**src/rtl/aclink_rx_pkg.sv**
```systemverilog
package aclink_rx_pkg;

  typedef enum logic [1:0] {
    LINK_OFF    = 2'b00,
    LINK_RSVD_A = 2'b01,
    LINK_ON     = 2'b10,
    LINK_RSVD_B = 2'b11
  } link_mode_e;

  typedef struct packed {
    logic       dma_en;
    logic [2:0] thresh;
    logic [3:0] slot_code;
    logic       stereo;
    link_mode_e link;
  } rx_cfg_t;

endpackage

```
**src/rtl/aclink_rx_ctrl_reg.sv**
```systemverilog
module aclink_rx_ctrl_reg
  import aclink_rx_pkg::*;
(
  input  logic        clk,
  input  logic        rst_n,
  input  logic        wr_en,
  input  logic [15:0] wdata,
  input  logic        fifo_full,
  input  logic        fifo_empty,
  input  logic        overflow_evt,
  output rx_cfg_t     cfg,
  output logic [15:0] rdata
);

  rx_cfg_t cfg_q, cfg_d;
  logic    ovf_q, ovf_d;
  logic    unused_wbits;

  assign unused_wbits = ^{wdata[14:12], wdata[2]};

  // next state
  always_comb begin
    cfg_d = cfg_q;
    if (wr_en) begin
      cfg_d.link      = link_mode_e'(wdata[1:0]);
      cfg_d.stereo    = wdata[3];
      cfg_d.slot_code = wdata[7:4];
      cfg_d.thresh    = wdata[10:8];
      cfg_d.dma_en    = wdata[11];
    end
    ovf_d = ovf_q;
    if (overflow_evt) begin
      ovf_d = 1'b1;
    end else if (wr_en && wdata[15]) begin
      ovf_d = 1'b0;
    end
  end

  // registers
  always_ff @(posedge clk or negedge rst_n) begin
    if (!rst_n) begin
      cfg_q <= '0;
      ovf_q <= 1'b0;
    end else begin
      cfg_q <= cfg_d;
      ovf_q <= ovf_d;
    end
  end

  assign cfg   = cfg_q;
  assign rdata = {ovf_q, fifo_empty, fifo_full, 1'b0, cfg_q.dma_en,
                  cfg_q.thresh, cfg_q.slot_code, cfg_q.stereo, 1'b0,
                  cfg_q.link};


  ovf_sticky_chk: assert property (@(posedge clk) disable iff (!rst_n)
    (rdata[15] && !(wr_en && wdata[15])) |=> rdata[15])
    else $error("overflow flag dropped without a clearing write");


  ovf_set_chk: assert property (@(posedge clk) disable iff (!rst_n)
    overflow_evt |=> rdata[15])
    else $error("overflow event did not set the flag");

endmodule

```
**src/rtl/aclink_rx_slot_pick.sv**
```systemverilog
module aclink_rx_slot_pick
  import aclink_rx_pkg::*;
#(
  parameter int WORD_W     = 16,
  parameter int NUM_SLOTS  = 13,
  parameter int FIRST_SLOT = 3
) (
  input  logic                        frame_strobe,
  input  logic [NUM_SLOTS-1:0]        slot_valid,
  input  logic [NUM_SLOTS*WORD_W-1:0] slot_data,
  input  rx_cfg_t                     cfg,
  output logic [1:0]                  lane_we,
  output logic [WORD_W-1:0]           lane_data [2]
);

  localparam int LAST_SLOT = NUM_SLOTS - 1;

  logic code_ok;
  int   base;

  always_comb begin
    base    = int'(cfg.slot_code);
    code_ok = (base >= FIRST_SLOT) &&
              (base <= (cfg.stereo ? LAST_SLOT - 1 : LAST_SLOT));
  end

  for (genvar l = 0; l < 2; l++) begin : g_lane
    int   idx;
    logic lane_on;
    always_comb begin
      idx     = (base + l < NUM_SLOTS) ? base + l : 0;
      lane_on = (l == 0) || cfg.stereo;
      lane_we[l]   = frame_strobe && (cfg.link == LINK_ON) && code_ok &&
                     lane_on && slot_valid[idx];
      lane_data[l] = slot_data[idx*WORD_W +: WORD_W];
    end
  end

endmodule

```
**src/rtl/aclink_rx_fifo_store.sv**
```systemverilog
module aclink_rx_fifo_store #(
  parameter int WORD_W = 16,
  parameter int DEPTH  = 8
) (
  input  logic              clk,
  input  logic              rst_n,
  input  logic              flush,
  input  logic [1:0]        push_we,
  input  logic [WORD_W-1:0] push_data [2],
  input  logic              pop_req,
  output logic [WORD_W-1:0] head_data,
  output logic              full,
  output logic              empty,
  output logic [$clog2(DEPTH+1)-1:0] level,
  output logic              dropped
);

  localparam int PTR_W = (DEPTH > 1) ? $clog2(DEPTH) : 1;
  localparam int CNT_W = $clog2(DEPTH + 1);

  logic [WORD_W-1:0] mem [DEPTH];
  logic [PTR_W-1:0]  head_q, head_d, tail_q, tail_d, tail_hi;
  logic [CNT_W-1:0]  count_q, count_d, room;
  logic              acc0, acc1, pop;

  function automatic logic [PTR_W-1:0] bump(input logic [PTR_W-1:0] p);
    return (p == PTR_W'(DEPTH - 1)) ? '0 : p + 1'b1;
  endfunction

  // next state
  always_comb begin
    room    = CNT_W'(DEPTH) - count_q;
    acc0    = push_we[0] && !flush && (room != '0);
    acc1    = push_we[1] && !flush &&
              (acc0 ? (room >= CNT_W'(2)) : (room != '0));
    pop     = pop_req && !flush && (count_q != '0);
    dropped = !flush && ((push_we[0] && !acc0) || (push_we[1] && !acc1));
    tail_hi = acc0 ? bump(tail_q) : tail_q;
    tail_d  = acc1 ? bump(tail_hi) : tail_hi;
    head_d  = pop ? bump(head_q) : head_q;
    count_d = count_q + CNT_W'(acc0) + CNT_W'(acc1) - CNT_W'(pop);
    if (flush) begin
      tail_d  = '0;
      head_d  = '0;
      count_d = '0;
    end
  end

  // registers
  always_ff @(posedge clk or negedge rst_n) begin
    if (!rst_n) begin
      head_q  <= '0;
      tail_q  <= '0;
      count_q <= '0;
    end else begin
      head_q  <= head_d;
      tail_q  <= tail_d;
      count_q <= count_d;
    end
  end

  // storage, written only under explicit enables
  always_ff @(posedge clk) begin
    if (acc0) begin
      mem[tail_q] <= push_data[0];
    end
    if (acc1) begin
      mem[tail_hi] <= push_data[1];
    end
  end

  assign empty     = (count_q == '0);
  assign full      = (count_q == CNT_W'(DEPTH));
  assign level     = count_q;
  assign head_data = empty ? '0 : mem[head_q];


  full_empty_excl_chk: assert property (@(posedge clk) disable iff (!rst_n)
    !(full && empty))
    else $error("full and empty together");


  level_bound_chk: assert property (@(posedge clk) disable iff (!rst_n)
    count_q <= CNT_W'(DEPTH))
    else $error("fill count beyond depth");


  empty_read_chk: assert property (@(posedge clk) disable iff (!rst_n)
    (pop_req && empty && (push_we == 2'b00) && !flush) |=> empty)
    else $error("read of empty store changed state");


  full_hold_chk: assert property (@(posedge clk) disable iff (!rst_n)
    (full && !pop_req && !flush) |=> full)
    else $error("full store lost a word without a read");


  flush_chk: assert property (@(posedge clk) disable iff (!rst_n)
    flush |=> empty)
    else $error("flush left words behind");

endmodule

```
**src/rtl/aclink_rx_slot_fifo.sv**
```systemverilog
module aclink_rx_slot_fifo
  import aclink_rx_pkg::*;
#(
  parameter int WORD_W     = 16,
  parameter int DEPTH      = 8,
  parameter int NUM_SLOTS  = 13,
  parameter int FIRST_SLOT = 3
) (
  input  logic                        clk,
  input  logic                        rst_n,
  input  logic                        reg_wr_en,
  input  logic [15:0]                 reg_wdata,
  output logic [15:0]                 reg_rdata,
  input  logic                        frame_strobe,
  input  logic [NUM_SLOTS-1:0]        slot_valid,
  input  logic [NUM_SLOTS*WORD_W-1:0] slot_data,
  input  logic                        rd_en,
  output logic [WORD_W-1:0]           rd_data,
  output logic                        irq,
  output logic                        dma_req
);

  localparam int CNT_W = $clog2(DEPTH + 1);

  rx_cfg_t           cfg;
  logic [1:0]        lane_we;
  logic [WORD_W-1:0] lane_data [2];
  logic              fifo_full, fifo_empty, dropped, flush;
  logic [CNT_W-1:0]  level;

  assign flush = (cfg.link != LINK_ON);

  aclink_rx_ctrl_reg u_reg (
    .clk          (clk),
    .rst_n        (rst_n),
    .wr_en        (reg_wr_en),
    .wdata        (reg_wdata),
    .fifo_full    (fifo_full),
    .fifo_empty   (fifo_empty),
    .overflow_evt (dropped),
    .cfg          (cfg),
    .rdata        (reg_rdata)
  );

  aclink_rx_slot_pick #(
    .WORD_W     (WORD_W),
    .NUM_SLOTS  (NUM_SLOTS),
    .FIRST_SLOT (FIRST_SLOT)
  ) u_pick (
    .frame_strobe (frame_strobe),
    .slot_valid   (slot_valid),
    .slot_data    (slot_data),
    .cfg          (cfg),
    .lane_we      (lane_we),
    .lane_data    (lane_data)
  );

  aclink_rx_fifo_store #(
    .WORD_W (WORD_W),
    .DEPTH  (DEPTH)
  ) u_store (
    .clk       (clk),
    .rst_n     (rst_n),
    .flush     (flush),
    .push_we   (lane_we),
    .push_data (lane_data),
    .pop_req   (rd_en),
    .head_data (rd_data),
    .full      (fifo_full),
    .empty     (fifo_empty),
    .level     (level),
    .dropped   (dropped)
  );

  always_comb begin
    irq     = int'(level) > int'(cfg.thresh);
    dma_req = irq && cfg.dma_en;
  end


  link_gate_chk: assert property (@(posedge clk) disable iff (!rst_n)
    (|lane_we) |-> (reg_rdata[1:0] == 2'b10))
    else $error("capture while link not connected");


  lane_stereo_chk: assert property (@(posedge clk) disable iff (!rst_n)
    lane_we[1] |-> reg_rdata[3])
    else $error("second lane used in mono mode");


  irq_nonempty_chk: assert property (@(posedge clk) disable iff (!rst_n)
    irq |-> !reg_rdata[14])
    else $error("interrupt while empty");


  dma_off_chk: assert property (@(posedge clk) disable iff (!rst_n)
    !reg_rdata[11] |-> !dma_req)
    else $error("DMA request with DMA disabled");

endmodule

```
**config.mk**
```make
export PLATFORM = sky130hd
export DESIGN_NAME = aclink_rx_slot_fifo
export DESIGN_NICKNAME = d
export VERILOG_FILES = /design/src/rtl/aclink_rx_pkg.sv /design/src/rtl/aclink_rx_ctrl_reg.sv /design/src/rtl/aclink_rx_slot_pick.sv /design/src/rtl/aclink_rx_fifo_store.sv /design/src/rtl/aclink_rx_slot_fifo.sv
export SDC_FILE = /design/constraint.sdc
export NUM_CORES = 1
export LEC_CHECK = 0
export ABC_CLOCK_PERIOD_IN_PS = 5000
export BUFFER_PORTS_ARGS = -buffer_cell sky130_fd_sc_hd__buf_2
export CORE_ASPECT_RATIO = 1.4
export CORE_UTILIZATION = 51
export DETAILED_ROUTE_END_ITERATION = 7
export GPL_TIMING_DRIVEN = 0
export PLACE_DENSITY = 0.79
export SYNTH_ARGS = -nofsm -noshare
export SYNTH_HDL_FRONTEND = slang
export SYNTH_HIERARCHICAL = 1
export SYNTH_SLANG_ARGS = --single-unit
```
**constraint.sdc**
```tcl
create_clock -name clk -period 5 [get_ports clk]
set_clock_uncertainty 0.05 [all_clocks]
set_input_delay 1.5 -clock clk [delete_from_list [all_inputs] [get_ports clk]]
set_output_delay 1.5 -clock clk [all_outputs]
set_load 0.005 [all_outputs]
```
# Yosys cells after proc, flatten, opt, wreduce, memory -nomap -nowiden
# Memory sizes are Yosys's and may differ from the RTL's.
# Cells that the tools add are included.
[classes] n_reduce_logical=26 add_sub_neg=8 n_eq_ne=6 muxes=26 n_lt_le_gt_ge=8 shifts=2
[op_table] operator="variable part select 208 x 32 -> 16 bit" count=2
[op_table] operator="less-than comparator 32 x 6 -> 1 bit, second input constant" count=2
[op_table] operator="<= comparator 5 x 32 -> 1 bit" count=1
[op_table] operator="less-than comparator 32 x 5 -> 1 bit, second input constant" count=1
[op_table] operator="two-way mux 32 bit" count=1
[op_table] operator="two-way mux 3 bit" count=9
[op_table] operator="logical AND 1 bit" count=17
[op_table] operator="two-way mux 16 bit" count=1
[op_table] operator="two-way mux 1 bit" count=11
[op_table] operator="adder 3 x 1 -> 3 bit, second input constant" count=3
[op_table] operator="equality test 3 bit, second input constant" count=3
[op_table] operator="adder 4 x 1 -> 4 bit" count=2
[op_table] operator="binary-select mux 1 bit (select 4 bit)" count=2
[op_table] operator="greater-or-equal comparator 4 x 2 -> 1 bit, second input constant" count=2
[op_table] operator="two-way mux 4 bit" count=2
[op_table] operator="nonzero test 4 bit" count=2
[op_table] operator="adder 4 x 1 -> 5 bit, second input constant" count=1
[op_table] operator="equality test 4 bit, second input constant" count=1
[op_table] operator="greater-than comparator 4 x 3 -> 1 bit" count=1
[op_table] operator="zero test 4 bit" count=1
[op_table] operator="less-than comparator 4 bit, second input constant" count=1
[op_table] operator="nonzero test 2 bit" count=2
[op_table] operator="subtractor 4 x 1 -> 4 bit" count=1
[op_table] operator="subtractor 4 bit, first input constant" count=1
[op_table] operator="4 further kinds" count=6
[word_totals] mem_count=1 input_bits=242 elab_cells=86 ramBits=128 regBits=22
[memory_table] memory="u_store.mem" words=8 width=16 rd=1 rd_clocked_by_memory_dff=0 write_ports=2 line_no="aclink_rx_fifo_store.sv:21" rtl="logic [WORD_W-1:0] mem [DEPTH];"

# Longest topological paths before layout
# Gate-level depths: netlist of run 1.
[depth] depth_word=15 mapped_depth=22 depth_no_buf=18

# Modules after synthesis
# The synthesis of run 1 kept the hierarchy.
[modules_own_cells] module="aclink_rx_fifo_store" area_each_um2=7498.4 instances=1 seq_area_each_um2=4093.9 cells_each=454
[modules_own_cells] module="aclink_rx_slot_pick" area_each_um2=4167.7 instances=1 seq_area_each_um2=0.0 cells_each=637
[modules_own_cells] module="aclink_rx_ctrl_reg" area_each_um2=606.8 instances=1 seq_area_each_um2=300.3 cells_each=43
[modules_own_cells] module="aclink_rx_slot_fifo" area_each_um2=105.1 instances=1 seq_area_each_um2=0.0 cells_each=13

# Worst setup path before layout of run 1
# Ideal clock, no wire load.
[synth_timing] path_type="register to register" from="register u_reg.cfg_q, in the netlist u_reg/cfg[3]" to="memory u_store.mem[0][0], enable pin" path_stages_with_launch=16 setup_slack_ps=-268 period_less_slack_ps=5268 n_path_buf=5 arrival_time_ps=4804 required_ps=4536 setup_time_ps=414 cell_sequence="dfrtp_1 -> buf_2 -> inv_1 -> clkbuf_1 -> clkbuf_1 -> ha_1 -> and3b_1 -> buf_2 -> nor2_1 -> buf_2 -> o221ai_1 -> a21oi_1 -> nand2b_1 -> a21oi_4 -> or2b_1 -> o31ai_1"
[synth_rtl] element="start: declaration" line_no="aclink_rx_ctrl_reg.sv:15" rtl="rx_cfg_t cfg_q, cfg_d;"
[synth_rtl] element="start signal: assignment" line_no="aclink_rx_ctrl_reg.sv:45" rtl="cfg_q <= cfg_d;"
[synth_rtl] element="end: declaration" line_no="aclink_rx_fifo_store.sv:21"

==> flow_metrics.tcl, run 1 <==
set metrics [dict create \
    drive_gt1_share_pct 42.5 \
    grtUsageTotal_pct 39.3 \
    antenna_found_initial 6 \
    clk_pin_slew_ns 0.07 \
    clockBufferDepth 2 \
    clock_latency_ns 0.44 \
    setup_violations 0 \
    synthTopCellsByArea "edfxtp_1 (31%), mux2_2 (12%), mux2i_1 (8.1%), mux4_2 (5.8%), dfrtp_1 (4.4%)" \
    synthCells 1147 \
    cp_max_fo 20 \
    crit_slowest_cell "dfrtp_1" \
    worstSetupPathType "reg2reg" \
    row_count 67 \
    start_util_pct 51.8 \
    clock-sinks 150 \
    io_buffers 269 \
    num_vias 11900 \
    hold_end "u_reg/ovf_q" \
    worst_pin_slew_ns 1.09 \
    grt_pass1_vias 12000 \
    nets 1719 \
    wl_um 49000 \
    regToRegSetupSlack_ns 0.23 \
    whs_ns 0.457 \
    max_freq_ghz 0.210 \
    wl_per_cell_um 27.5 \
    drc_errors 0 \
    p_leak_nw 6.09 \
    worst_path_most_repeated_cell "buf_4" \
    worstSetupStartpointType "flop" \
    yosysWarningCount 6 \
    slew_violations 0 \
    dieArea_um2 24900 \
    yosysUniqueCellTypes 85 \
    die_y_um 186 \
    max-slew-margin-rel_pct 26.4 \
    post-dp-hpwl_um 36700 \
    hold_buffers 0 \
    worst_slack_ns 0.231 \
    rsz0062_at_grt "no" \
    cp_cell_sequence "buf_4, clkinvlp_4, buf_6, ha_1, nand3b_1, nand2_2, clkbuf_2, a21oi_1, o221ai_1, a21oi_2, nand2b_1, a21oi_4, buf_4, mux2_2, nor3_4, buf_12, o21bai_2, buf_8" \
    synth_top_cell_by_area "edfxtp_1" \
    synthToLayoutAreaGrowth_pct 22.0 \
    layout_min_cycle_time_ns 4.77 \
    hp-start "u_reg/ovf_q" \
    drv_cap 0 \
    p_per_area_nw_per_um2 309 \
    ir_worst_vdd_uv 284 \
    core_area_um2 23900 \
    rr_worst_depth 18 \
    viasPerCell 6.71 \
    syn-cell-area_um2 12400 \
    gp_congestion 1.05 \
    synth_ff_type "edfxtp_1" \
    chipWidth_um 134 \
    cp_slowest_stage_delay_ns 0.38 \
    arrival_ns 4.86 \
    cts_htree_levels 4 \
    period_share_pct 95.4 \
    drt_iter0_drc 1280 \
    synth_edf_count 128 \
    status "completed" \
    grt_max_degree 23 \
    required_ns 5.09 \
    cp_top_family "buffers and inverters" \
    async_flop_share_pct 14.7 \
    ant_nets 0 \
    seq_area_frac_synth_pct 35.5 \
    cts_buffers 17 \
    io_pins 276 \
    r2r-end "u_store/mem[7][10]" \
    fillers 1982 \
    cp-end-kind "flop" \
    pre_cts_ws_ns -1.83 \
    grt_pass1_wl_um 71700 \
    synth-seq-cells 150 \
    cts_tree "done" \
    path_depth 18 \
    finalHoldViolations 0 \
    yosys.area.top_type_share_pct 31.1 \
    whs_path_depth 1 \
    utilization_pct 63.2 \
    grt_remaining_overflow 0 \
    cts_root_buffer "clkbuf_16" \
    drtPass1Iterations 7 \
    path_buf_inv 7 \
    synth_area_per_cell_um2 10.8 \
    hold_path.class "reg2reg" \
    reg2reg_from "u_reg/cfg[3]" \
]
metal layers:
layer / part of all wire (%) / up-vias / GRT usage [%]
met5: 0.027 / - / 0
met4: 6.9 / 2 / 25.2
met3: 8.6 / 247 / 6.93
met2: 49 / 884 / 67.4
met1: 35 / 5751 / 44.7
li1: - / 5065 / -
worst max-delay path by stage:
stage | startpoint | slack, ns | to
after floorplan | u_reg/cfg[3] | -0.09 | u_store/mem[2][0]
after global placement | u_reg/cfg[3] | -2.40 | u_store/mem[4][6]
after detailed placement | u_reg/cfg[3] | -1.83 | u_store/mem[6][6]
after CTS | u_reg/cfg[3] | 0.06 | u_store/mem[7][10]
after global routing | u_reg/cfg[3] | 0.11 | u_store/level[3]
final | u_reg/cfg[3] | 0.23 | u_store/mem[7][10]
sequential cells by signal (all words and copies together), names as in the netlist:
| signal | cells |
|---|---|
| u_reg/ovf_q | 1 |
| u_store/head_q | 3 |
| u_store/mem | 128 |
| u_store/level | 4 |
| u_store/tail_q | 3 |
| u_reg/cfg | 11 |
metrics by stage:
step / area, µm² / cells / total power (W) / setup TNS [ns]
after detailed placement: 14200 / 1730 / 0.00319 / -323.80
after floorplan: 12400 / 1148 / 0.00259 / -3.01
after CTS: 15000 / 1774 / 0.00459 / 0
after global placement: 14100 / 1727 / 0.00315 / -401.88
final: 15100 / 1780 / 0.00467 / 0
after global routing: 15100 / 1780 / 0.00478 / 0
cell type report:
cell class	count	area, µm²	share of cell area [%]
tap	310	388	2.57
clock inverter	14	198	1.31
multi-input combinational	876	7450	49.4
clock buffer	18	429	2.84
timing repair buffer	285	1500	9.95
buffer	104	639	4.24
antenna	5	12.5	0.0829
inverter	18	78.8	0.522
sequential	150	4390	29.1
logic make-up (layout without fill, tap and decap cells):
| group | Yosys count | after routing | synth area share [%] |
|---|---|---|---|
| buf+inv | 124 | 439 | 5.53 |
| mux | 290 | 290 | 29.0 |
| fa+ha+maj | 25 | 25 | 2.65 |
| compound gates | 284 | 286 | 16.0 |
| simple gates | 270 | 270 | 10.9 |
| xor+xnor | 3 | 3 | 0.364 |
| flops | 150 | 150 | 35.5 |
| other cells | 1 | 7 | 0.0303 |
what timing repair did:
action / 4_1_cts / 5_1_grt
setup endpoints to repair: 264 / 179
cloned: 1 / 1
buffers inserted: 12 / 1
pin swaps: 6 / 1
gates resized for setup: 29 / 5
synth_stat cells (5+ instances only):
| cell type | number |
|---|---|
| a211o_1 | 5 |
| a211oi_1 | 34 |
| a21oi_1 | 56 |
| a221oi_1 | 18 |
| a22o_1 | 5 |
| a22oi_1 | 14 |
| a31oi_1 | 12 |
| a32oi_1 | 7 |
| and2_1 | 8 |
| buf_2 | 31 |
| buf_4 | 29 |
| buf_6 | 7 |
| clkbuf_1 | 34 |
| dfrtp_1 | 22 |
| edfxtp_1 | 128 |
| ha_1 | 23 |
| inv_1 | 16 |
| mux2_2 | 134 |
| mux2_4 | 22 |
| mux2i_1 | 100 |
| mux4_2 | 32 |
| nand2_1 | 104 |
| nand2b_1 | 17 |
| nand3_1 | 27 |
| nor2_1 | 67 |
| nor2b_1 | 9 |
| o21ai_0 | 38 |
| o22a_1 | 5 |
| o22ai_1 | 46 |
| o31ai_1 | 6 |
| o32a_1 | 6 |
power by group:
group          internal (W)  leakage [nW]  switching (W)
registers           0.00145          1.44      0.0000159
logic              0.000717          4.35        0.00111
clock network      0.000839         0.301       0.000537
cells in the final DEF, fill, tap and decap left out, drive strengths merged, types with 7 or more instances in the layout:
master / synthesis / layout
buf: 72 / 358
mux2i: 101 / 101
mux2: 157 / 157
a221oi: 18 / 18
nand2b: 18 / 18
clkbuf: 34 / 49
a211oi: 35 / 35
nor2b: 10 / 10
and2: 8 / 8
o21ai: 39 / 40
nand3: 33 / 33
o22ai: 46 / 46
mux4: 32 / 32
a22oi: 16 / 16
a32oi: 7 / 7
ha: 23 / 23
nand2: 105 / 105
a21oi: 58 / 58
dfrtp: 22 / 22
inv: 18 / 20
a31oi: 12 / 12
nor2: 70 / 70
edfxtp: 128 / 128
(Power assumes the default switching activity.)
==> run 2: changes to the inputs <==
--- a/config.mk
+++ b/config.mk
@@ -17,2 +17,3 @@
 export SYNTH_HIERARCHICAL = 1
 export SYNTH_SLANG_ARGS = --single-unit
+export TNS_END_PERCENT = 100
==> constraint.sdc (replaced) <==
create_clock -name clk -period 5 [get_ports clk]
set_clock_uncertainty 0.05 [all_clocks]
set_input_delay 0.5 -clock clk [delete_from_list [all_inputs] [get_ports clk]]
set_output_delay 0.5 -clock clk [all_outputs]
set_load 0.005 [all_outputs]
==> run 2 against run 1 <==
Compared with the run above:
- cell area about the same
- wire length up 0.32%
- die area unchanged
- non-clock buffer count up 1
- core utilization about the same
- maximum frequency about the same
- critical endpoint is now u_store/mem[7][6]
- largest cell class unchanged
==> flow_metrics.tcl, run 2 (synthesized netlist as in run 1, its figures left out) <==
set metrics [dict create \
    cts_root_buffer "clkbuf_16" \
    ir_worst_vdd_uv 287 \
    drive_gt1_share_pct 42.5 \
    r2r-end "u_store/mem[7][6]" \
    cp_max_fo 20 \
    gp_congestion 1.05 \
    largest_reg_flops 128 \
    worst_pin_slew_ns 1.09 \
    cts_buffers 17 \
    die_y_um 186 \
    place_area_um2 14200 \
    p_per_area_nw_per_um2 309 \
    start_util_pct 51.8 \
    wl_met1_um 17200 \
    hold_path.class "in2reg" \
    synthToLayoutAreaGrowth_pct 22.0 \
    reg2reg_from "u_reg/cfg[3]" \
    period_share_pct 95.4 \
    clock-sinks 150 \
    max_freq_ghz 0.210 \
    layout_common_cells "buf_2 (295), mux2_2 (134), edfxtp_1 (128)" \
    final_area_um2 15100 \
    drv_cap 0 \
    max-slew-margin-rel_pct 26.7 \
    slew_violations 0 \
    grtUsageTotal_pct 39.3 \
    row_count 67 \
    rr_worst_depth 18 \
    setup_violations 0 \
    grt_pass1_vias 12000 \
    drt_iter0_drc 1242 \
    cts_tree "done" \
    finalHoldViolations 0 \
    regToRegSetupSlack_ns 0.23 \
    largest-register "u_store/mem" \
    io_pins 276 \
    post-dp-hpwl_um 36700 \
    layout_min_cycle_time_ns 4.77 \
    clockBufferDepth 2 \
    worstSetupStartpointType "flop" \
    drtPass1Iterations 8 \
    fillers 1980 \
    required_ns 5.09 \
    wl_um 49100 \
    cts_htree_levels 4 \
    arrival_ns 4.86 \
    grt_max_degree 23 \
    status "completed" \
    maxUsedRoutingLayer "met5" \
    io_buffers 269 \
    grt_pass1_wl_um 71700 \
    hold_end "u_reg/cfg[4]" \
    antenna_found_initial 6 \
    whs_path_depth 2 \
    clk_pin_slew_ns 0.07 \
    finalPower_w 0.00467 \
    grt_remaining_overflow 0 \
    ant_nets 0 \
    num_vias 11800 \
    wl_met2_um 24200 \
    p_leak_nw 6.10 \
    viasPerCell 6.65 \
    nets 1720 \
    clock_latency_ns 0.44 \
    drc_errors 0 \
    core_area_um2 23900 \
    chipWidth_um 134 \
    rsz0062_at_grt "no" \
    cp-end-kind "flop" \
    wl_met3_um 4450 \
    worstSetupPathType "reg2reg" \
    wl_per_cell_um 27.6 \
    final_common_cell "buf_2" \
    dieArea_um2 24900 \
    hp-start "reg_wdata[5]" \
]
==> run 2: changes by cell type in the layout (fill, tap and decap cells not counted), sizes merged <==
cell | before | now
dlygate4sd3 | 0 | 1
==> run 2: cell type report <==
cell class | count | area (µm²) | area share (%)
Tap cell | 310 | 388 | 2.57
Inverter | 18 | 78.8 | 0.522
Sequential cell | 150 | 4390 | 29.1
Antenna cell | 5 | 12.5 | 0.0828
Timing Repair Buffer | 286 | 1510 | 10.0
Clock buffer | 18 | 429 | 2.84
Clock inverter | 14 | 198 | 1.31
Buffer | 104 | 639 | 4.23
Multi-Input combinational cell | 876 | 7450 | 49.3
==> run 2: timing repair <==
action / in CTS / in global routing
hold buffers: 1 / 0
buffers inserted: 12 / 1
cloned: 1 / 1
resized for setup: 29 / 5
pin swaps: 6 / 1
endpoints found under the hold margin: 12 / 0
endpoints found under the setup margin: 264 / 179
==> run 2: layer usage <==
layer  up-vias  GRT usage, %
met4         2          25.2
met3       223          6.93
li1       5059             -
met1      5656          44.7
met2       897          67.4
met5         -             0
==> run 2: through the flow <==
stage / instances / hold slack (ns) / setup WS [ns] / TNS (ns) / utilization, %
2_1_floorplan: 1148 / 0.154 / -0.0942 / -3.01 / -
3_3_place_gp: 1727 / 0.414 / -2.40 / -401.88 / 59.1
3_5_place_dp: 1730 / 0.439 / -1.83 / -323.80 / 59.5
4_1_cts: 1775 / 0.222 / 0.0573 / 0 / 63.0
5_1_grt: 1781 / 0.233 / 0.106 / 0 / 63.2
6_report: 1781 / 0.233 / 0.230 / 0 / 63.2
==> run 2: worst max-delay path by stage <==
stage,end,start,cells after the start
after floorplan,u_store/mem[2][0],u_reg/cfg[3],15
after global placement,u_store/mem[4][6],u_reg/cfg[3],15
after detailed placement,u_store/mem[6][6],u_reg/cfg[3],18
after CTS,u_store/mem[7][10],u_reg/cfg[3],20
after global routing,u_store/level[3],u_reg/cfg[3],22
final,u_store/mem[7][6],u_reg/cfg[3],18
==> run 2: power by group <==
group          switching, W  internal (W)
Sequential        0.0000159       0.00145
Clock              0.000542      0.000839
Combinational       0.00111      0.000718
Total               0.00167       0.00300
==> run 2: critical path, stage by stage (launching register included) <==
cell        delay [ns]
dfrtp_1           0.38
buf_4             0.18
clkinvlp_4        0.17
buf_6             0.23
ha_1              0.24
nand3b_1          0.17
nand2_2           0.13
clkbuf_2          0.34
a21oi_1           0.24
o221ai_1          0.19
a21oi_2           0.30
nand2b_1          0.14
a21oi_4           0.24
buf_4             0.16
mux2_2            0.38
nor3_4            0.29
buf_12            0.21
o21bai_2          0.18
buf_8             0.22
==> run 3: changes to the inputs <==
GPL_TIMING_DRIVEN = unset   (was 0)
==> run 3 against run 2 <==
Compared with the run above:
- largest cell class unchanged
- critical path depth fell by 4
- critical path type unchanged
- largest power group unchanged
- first-iteration DRC count grew 5.3%
- combinational power decreased by 10%
- worst hold slack improved by 0.00083 ns
==> flow_metrics.tcl, run 3 (synthesized netlist as in run 1, its figures left out) <==
set metrics [dict create \
    status "completed" \
    cp_cell_sequence "buf_4, ha_1, nand2b_1, a21oi_1, or2_1, a31oi_1, o2111a_1, nor4_1, buf_4, nand3b_2, inv_2, nand3_4, o21ai_1, buf_4" \
    rsz0062_at_grt "no" \
    hp-start "reg_wdata[8]" \
    core_area_um2 23900 \
    worstSetupPathType "reg2reg" \
    grtUsageTotal_pct 34.0 \
    layout_common_cells "buf_2 (269), mux2_2 (134), edfxtp_1 (128)" \
    place_inst 1663 \
    reg2reg_from "u_reg/cfg[3]" \
    critPathLaunch "u_reg/cfg[3]" \
    largest-register "u_store/mem" \
    num_vias 11300 \
    worstSetupStartpointType "flop" \
    synthToLayoutAreaGrowth_pct 17.3 \
    dieArea_um2 24900 \
    io_buffers 269 \
    chipWidth_um 134 \
    drive_gt1_share_pct 41.3 \
    post_layout_nonfiller_instances 1701 \
    largest_reg_flops 128 \
    die_y_um 186 \
    hold_path.class "in2reg" \
    grt_max_degree 49 \
    cts_tree "done" \
    cts_root_buffer "clkbuf_16" \
    gp_congestion 0.946 \
    cts_htree_levels 4 \
    cp_slowest_stage_delay_ns 0.55 \
    worst_path_most_repeated_cell "buf_4" \
    grt_remaining_overflow 0 \
    drtPass1Iterations 5 \
    max_freq_ghz 0.211 \
    wl_per_cell_um 24.8 \
    cts_buffers 17 \
    wl_um 42100 \
    slew_violations 0 \
    clock_latency_ns 0.44 \
    drt_iter0_drc 1308 \
    finalHoldViolations 0 \
    nets 1640 \
    viasPerCell 6.62 \
    cp-end-kind "flop" \
    required_ns 5.06 \
    arrival_ns 4.80 \
    setup_violations 0 \
    ir_worst_vdd_uv 305 \
    antenna_found_initial 5 \
    clock-sinks 150 \
    ant_nets 0 \
    p_leak_nw 5.80 \
    post-dp-hpwl_um 30300 \
    fillers 1963 \
    finalPower_w 0.00439 \
    layout_min_cycle_time_ns 4.74 \
    worst_pin_slew_ns 1.02 \
    p_per_area_nw_per_um2 302 \
    final_area_um2 14500 \
    drv_cap 0 \
    max-slew-margin-rel_pct 31.0 \
    cp_max_fo 29 \
    clk_pin_slew_ns 0.07 \
    place_area_um2 13900 \
    row_count 67 \
    grt_pass1_wl_um 63600 \
    io_pins 276 \
    final_common_cell "buf_2" \
    clockBufferDepth 2 \
    period_share_pct 94.7 \
    start_util_pct 51.8 \
    drc_errors 0 \
    crit_slowest_cell "dfrtp_4" \
    grt_pass1_vias 11300 \
]
## run 3: cell types whose count changed in the layout (fill, tap and decap cells not counted), sizes merged, moves of 3 or more
| cell | previous run | this run |
|---|---|---|
| buf | 358 | 311 |
| bufinv | 4 | 0 |
| clkbuf | 49 | 17 |
| clkinvlp | 3 | 0 |
| inv | 20 | 27 |
## run 3: metal layers
layer | wire length (µm) | GRT usage (%)
met4 | 2820 | 21.8
met2 | 20000 | 55.9
met3 | 3930 | 5.68
met5 | 0 | 0
met1 | 15400 | 41.0
## run 3: per-stage QoR
step	hold slack, ns	worst slack (ns)	TNS, ns	utilization (%)
global route	0.223	0.0670	0	60.8
CTS	0.222	0.190	0	60.7
finish	0.234	0.264	0	60.8
floorplan	0.154	-0.0942	-3.01	-
global placement	0.406	0.350	0	58.2
detailed placement	0.422	0.256	0	58.2
## run 3: report_power, final
part / internal [W] / total (W) / leakage, nW / switching [W]
clock network: 0.000673 / 0.00128 / 0.292 / 0.000609
logic: 0.000672 / 0.00164 / 4.08 / 0.000971
registers: 0.00145 / 0.00147 / 1.43 / 0.0000197
total: 0.00279 / 0.00439 / 5.80 / 0.00160
## run 3: path summary, 6_finish.rpt
check,end,slack (ns),cells after the start
max in group asynchronous,u_reg/cfg[3],3.98,2
min,u_reg/cfg[7],0.23,2
min in group asynchronous,u_reg/cfg[10],0.52,2
min reg2reg,u_reg/ovf_q,0.44,1
max reg2reg,u_store/mem[3][15],0.26,14
max,u_store/mem[3][15],0.26,14
## run 3: cell type report
type	instances	area [µm²]	share of cell area, %
sequential	150	4400	30.3
clock buffer	17	425	2.93
inverter	18	70.1	0.483
antenna	5	12.5	0.0862
timing repair buffer	312	1710	11.8
multi-input combinational	874	7340	50.6
clock inverter	15	171	1.18
tap	310	388	2.67
## run 3: what timing repair did
| item | in CTS | in global routing |
|---|---|---|
| setup endpoints to repair | 0 | 59 |
| hold buffers | 1 | 0 |
| buffers inserted | 0 | 0 |
| gates resized for setup | 0 | 3 |
| endpoints found under the hold margin | 22 | 0 |
## run 3: critical path, delay by kind of cell (launching register included)
family | cells | cell delay [ns]
AO/OA/AOI/OAI | 4 | 0.75
adder cells (fa/ha/maj) | 1 | 0.36
buffers and inverters | 4 | 1.10
flip-flops | 1 | 0.55
AND/OR/NAND/NOR | 5 | 1.57
